File: config.mk
export PLATFORM = sky130hd
export DESIGN_NAME = txlos_monitor
export DESIGN_NICKNAME = d
export VERILOG_FILES = /design/src/rtl/txlos_pkg.sv /design/src/rtl/quiet_timer.sv /design/src/rtl/los_irq_ctrl.sv /design/src/rtl/txlos_monitor.sv
export SDC_FILE = /design/constraint.sdc
export NUM_CORES = 1
export LEC_CHECK = 0
export ABC_AREA = 1
export BUFFER_PORTS_ARGS = -buffer_cell sky130_fd_sc_hd__buf_2
export CAP_MARGIN = 20
export CORE_ASPECT_RATIO = 1.5
export CORE_UTILIZATION = 30
export CTS_CLUSTER_DIAMETER = 100
export DETAILED_ROUTE_END_ITERATION = 10
export GPL_TIMING_DRIVEN = 1
export HOLD_SLACK_MARGIN = 0.1
export SLEW_MARGIN = 20
export SYNTH_ARGS = -nofsm -noshare
export SYNTH_HDL_FRONTEND = slang
export SYNTH_HIERARCHICAL = 1
export SYNTH_SLANG_ARGS = --single-unit
File: constraint.sdc
create_clock -name clk_i -period 1.7 [get_ports clk_i]
set_clock_uncertainty 0.1 [all_clocks]
set_input_delay 0.34 -clock clk_i [delete_from_list [all_inputs] [get_ports clk_i]]
set_output_delay 0.34 -clock clk_i [all_outputs]
set_load 0.01 [all_outputs]
File: src/rtl/txlos_pkg.sv
package txlos_pkg;
  localparam int unsigned BASE_LOG2 = 5;
  localparam int unsigned SEL_W     = 2;
  localparam int unsigned CNT_W     = BASE_LOG2 + (1 << SEL_W);

  function automatic logic [CNT_W-1:0] quiet_limit(input logic [SEL_W-1:0] sel);
    return CNT_W'(1) << (BASE_LOG2 + int'(sel));
  endfunction
endpackage

File: src/rtl/quiet_timer.sv
module quiet_timer
  import txlos_pkg::*;
(
  input  logic             clk_i,
  input  logic             rst_ni,
  input  logic             srst_i,
  input  logic             pulse_ok_i,
  input  logic [SEL_W-1:0] period_sel_i,
  output logic             los_o
);
  logic [CNT_W-1:0] cnt_q;
  logic [SEL_W-1:0] sel_q;
  logic [CNT_W-1:0] cnt_nxt;

  assign cnt_nxt = cnt_q + CNT_W'(1);

  always_ff @(posedge clk_i or negedge rst_ni) begin
    if (!rst_ni) begin
      cnt_q <= '0;
      sel_q <= '0;
      los_o <= 1'b0;
    end else begin
      sel_q <= period_sel_i;
      if (srst_i) begin
        cnt_q <= '0;
        los_o <= 1'b0;
      end else if (pulse_ok_i) begin
        cnt_q <= '0;
        los_o <= 1'b0;
      end else if (sel_q != period_sel_i) begin
        cnt_q <= '0;  // stale count discarded
      end else if (!los_o) begin
        if (cnt_nxt == quiet_limit(period_sel_i)) begin
          cnt_q <= '0;
          los_o <= 1'b1;
        end else begin
          cnt_q <= cnt_nxt;
        end
      end
    end
  end
endmodule

File: src/rtl/los_irq_ctrl.sv
module los_irq_ctrl (
  input  logic clk_i,
  input  logic rst_ni,
  input  logic srst_i,
  input  logic los_i,
  input  logic edge_any_i,
  input  logic mask_i,
  input  logic clr_i,
  output logic int_status_o,
  output logic irq_o,
  output logic rise_o
);
  logic los_prev_q;
  logic fall;
  logic set_ev;

  assign rise_o = los_i & ~los_prev_q;
  assign fall   = ~los_i & los_prev_q;
  assign set_ev = rise_o | (edge_any_i & fall);

  always_ff @(posedge clk_i or negedge rst_ni) begin
    if (!rst_ni) begin
      los_prev_q   <= 1'b0;
      int_status_o <= 1'b0;
    end else if (srst_i) begin
      los_prev_q   <= 1'b0;
      int_status_o <= 1'b0;
    end else begin
      los_prev_q <= los_i;
      if (set_ev)     int_status_o <= 1'b1;  // set beats clear
      else if (clr_i) int_status_o <= 1'b0;
    end
  end

  assign irq_o = int_status_o & ~mask_i;
endmodule

File: src/rtl/txlos_monitor.sv
module txlos_monitor
  import txlos_pkg::*;
(
  input  logic             clk_i,
  input  logic             rst_ni,
  input  logic             srst_i,
  input  logic             pulse_ok_i,
  input  logic [SEL_W-1:0] period_sel_i,
  input  logic [SEL_W-1:0] thresh_sel_i,
  output logic [SEL_W-1:0] thresh_sel_o,
  input  logic             edge_any_i,
  input  logic             int_mask_i,
  input  logic             int_clr_i,
  output logic             los_o,
  output logic             int_status_o,
  output logic             irq_o,
  output logic             err_cnt_en_o
);
  assign thresh_sel_o = thresh_sel_i;

  quiet_timer i_timer (
    .clk_i        (clk_i),
    .rst_ni       (rst_ni),
    .srst_i       (srst_i),
    .pulse_ok_i   (pulse_ok_i),
    .period_sel_i (period_sel_i),
    .los_o        (los_o)
  );

  los_irq_ctrl i_irq (
    .clk_i        (clk_i),
    .rst_ni       (rst_ni),
    .srst_i       (srst_i),
    .los_i        (los_o),
    .edge_any_i   (edge_any_i),
    .mask_i       (int_mask_i),
    .clr_i        (int_clr_i),
    .int_status_o (int_status_o),
    .irq_o        (irq_o),
    .rise_o       (err_cnt_en_o)
  );
endmodule

==> results.cfg <==
[floorplan]
die_y_um = 72.6
coreArea_mm2 = 0.00316
io_pins = 17
fp-row-count = 25
start_util_pct = 31.5
die-area_mm2 = 0.00356
die_w_um = 49.0

[pwr]
internal_power_uw = 518
combPwrFrac_pct = 8.8
clockPowerShare_pct = 41.1
peakVddDrop_mv = 0.185
power.density_mw_per_mm2 = 563
p_leak_uw = 0.000651
switching_share_pct = 23.4
p_seq_share_pct = 50.0
p_sw_uw = 158

[logic_synthesis]
syn-num-nets = 151
synth_top_cells_by_area = dfrtp_1 35%, nand2_1 18%, inv_1 7.2%
yosys.area.top_type = dfrtp_1
syn_inst = 139
synth-seq-area-share_pct = 35.2
synth_top_area_share_pct = 35.2
synth_area_um2 = 996
synth.ff_latch_count = 14
ys_types = 22
yosys_warnings = 6
avgSynthCellArea_um2 = 7.17

[finish]
fin_cells = 199
seq_area_um2 = 350
fillers = 345
drive_above_1_share_pct = 30.8
final_nets = 173
final_common_cell = nand2_1
n_antenna_cell = 0
multi_input_area_um2 = 563
syn2layout_area_growth_pct = 20.7
final_cell_mix = 45 x nand2_1, 18 x inv_1, 14 x dfrtp_1
design_area_mm2 = 0.00120

[global_routing]
grt_pass1_vias = 904
grt_pass1_wl_um = 3690
grt.total_usage_pct = 13.8
antenna_found_initial = 0
grt-ovfl-total = 0
grt_max_degree = 15

[sta]
clock.fmax_mhz = 583
worst_slack_ps = -15.1
fin_crit_sh_pct = 101
period_needed_ps = 1720
worstMarginPinSlew_ps = 330
hold_viol_final = 0
rsz0062_at_grt = yes
relSlewSlack_pct = 78.0
finalSetupViolCount = 3
timing.final.max_slew_violations = 0

[clock_tree]
cts_sinks = 14
clk_latency_ps = 250
cts_tree = built
cts.clk_slew.worst_paths_ps = 60
numCtsBuffers = 3
cts.htree.levels = 1
cts_max_path_buffers = 2
clockRootBuffer = clkbuf_8

[routing]
drt_iter0_markers = 22
wl_per_cell_um = 10.8
drt_first_pass_iters = 4
routed_wl_um = 2150
via_per_inst = 4.60
drc = 0
via_count = 916
drtAntennaViolNets = 0

[critical_path]
critPathCaptureType = flip-flop
cp-start-kind = flip-flop
path_max_fanout = 6
critical_path.cell_chain = ha_2, nand2_4, nor2_8, nand3_1, nand3_1, nand2_1, a21oi_4, nand2_4, nand2_1, nand2_1
cp.arrival_ps = 1760
r2r_cells = 10
cp.required_ps = 1740
critical_path.slowest_cell = dfrtp_1
timing.setup.critical_path_class = reg2reg
cp_slowest_stage_delay_ps = 350
cpMostUsedCell = nand2_1

[placed_design]
placed_cells_incl_taps = 193
place_area_mm2 = 0.00112
io_buffer_count = 12
dp_hpwl_um = 1660
gp_congestion = 0.828

[min_path]
hold_path_class = in2reg
worstHoldPathCells = 1

[run]
maxCapViolCount = 0

[outcome]
violations = setup timing
status = complete, but fails checks
area by class of cell:
cell class | count | area share, %
Inverter | 22 | 6.87
Tap cell | 40 | 4.16
Multi-Input combinational cell | 101 | 46.8
Sequential cell | 14 | 29.1
Timing Repair Buffer | 19 | 9.57
Clock buffer | 3 | 3.43
power by group through the flow:
stage               sequential (µW)  combinational, µW  clock, µW
finish                          339               59.6        278
detailed placement              345               58.3          0
global placement                344               57.5          0
global route                    339               66.9        300
CTS                             339               60.5        290
floorplan                       345               33.4          0
cell families (layout without fill, tap and decap cells):
kind of cell | Yosys count | count (layout) | synth area share, %
fa+ha+maj | 1 | 1 | 1.26
flops | 14 | 14 | 35.2
compound gates | 9 | 9 | 6.41
simple gates | 88 | 88 | 44.7
buf+inv | 24 | 44 | 9.80
xor+xnor | 3 | 3 | 2.64
through the flow:
step | total power (µW) | setup WS [ps] | hold slack, ps | setup TNS [ps] | utilization (%)
global route | 706 | -99.5 | 125 | -566 | 38.1
CTS | 689 | 3.45 | 124 | 0 | 37.2
global placement | 402 | -99.5 | 155 | -441 | 35.5
detailed placement | 403 | -91.6 | 162 | -426 | 35.5
floorplan | 378 | 96.0 | -55.6 | 0 | -
finish | 676 | -15.1 | 130 | -29.0 | 38.1
synth_stat cells:
library cell and count:
nor2_8 1, nand2_4 1, dfrtp_1 14, inv_2 3
nor2_2 1, nand2_1 48, nor2_1 12, nand3_1 10
xnor2_1 1, buf_4 2, nand3_2 6, xor2_1 2
o21ai_0 3, nand2_2 6, a21oi_1 3, o22ai_1 1
inv_1 19, ha_1 1, nor3b_2 1, o21bai_2 1
a21oi_4 1, nor2_4 2
worst max-delay path, delay by kind of cell (launching register included):
family | cells | cell delay [ps]
AO/OA/AOI/OAI | 1 | 160
adder cells (fa/ha/maj) | 1 | 220
flip-flops | 1 | 350
AND/OR/NAND/NOR | 8 | 760
state kept, by name, indices dropped and copies added, names as in the netlist:
| signal | count |
|---|---|
| i_timer/sel_q | 2 |
| i_irq/int_status_o | 1 |
| i_irq/los_prev_q | 1 |
| i_timer/los_o | 1 |
| i_timer/cnt_q | 9 |
metal layers:
metal / wire length (µm) / up-vias / global-route usage (%)
met5: 0 / - / 0
met1: 896 / 423 / 14.0
met3: 42 / 7 / 2.08
met4: 74 / 0 / 9.15
li1: - / 468 / -
met2: 1130 / 18 / 25.8
timing repair:
item / CTS / global route
pin swaps: 0 / 4
hold buffers: 1 / 0
buffers inserted: 0 / 2
endpoints found under the setup margin: 2 / 7
resized for setup: 1 / 5
endpoints found under the hold margin: 14 / 0
worst paths after layout:
path | from | end | slack (ps)
max | i_timer/cnt_q[1]$_DFFE_PN0P_ | i_timer/cnt_q[0]$_DFFE_PN0P_ | -20
min | period_sel_i[0] | i_timer/sel_q[0]$_DFF_PN0_ | 130
max reg2reg | i_timer/cnt_q[1]$_DFFE_PN0P_ | i_timer/cnt_q[0]$_DFFE_PN0P_ | -20
min reg2reg | i_timer/cnt_q[5]$_DFFE_PN0P_ | i_timer/cnt_q[5]$_DFFE_PN0P_ | 430
max in group asynchronous | rst_ni | i_timer/los_o$_DFFE_PN0P_ | 830
min in group asynchronous | rst_ni | i_irq/int_status_o$_DFFE_PN0P_ | 420
(Power assumes the default switching activity.)
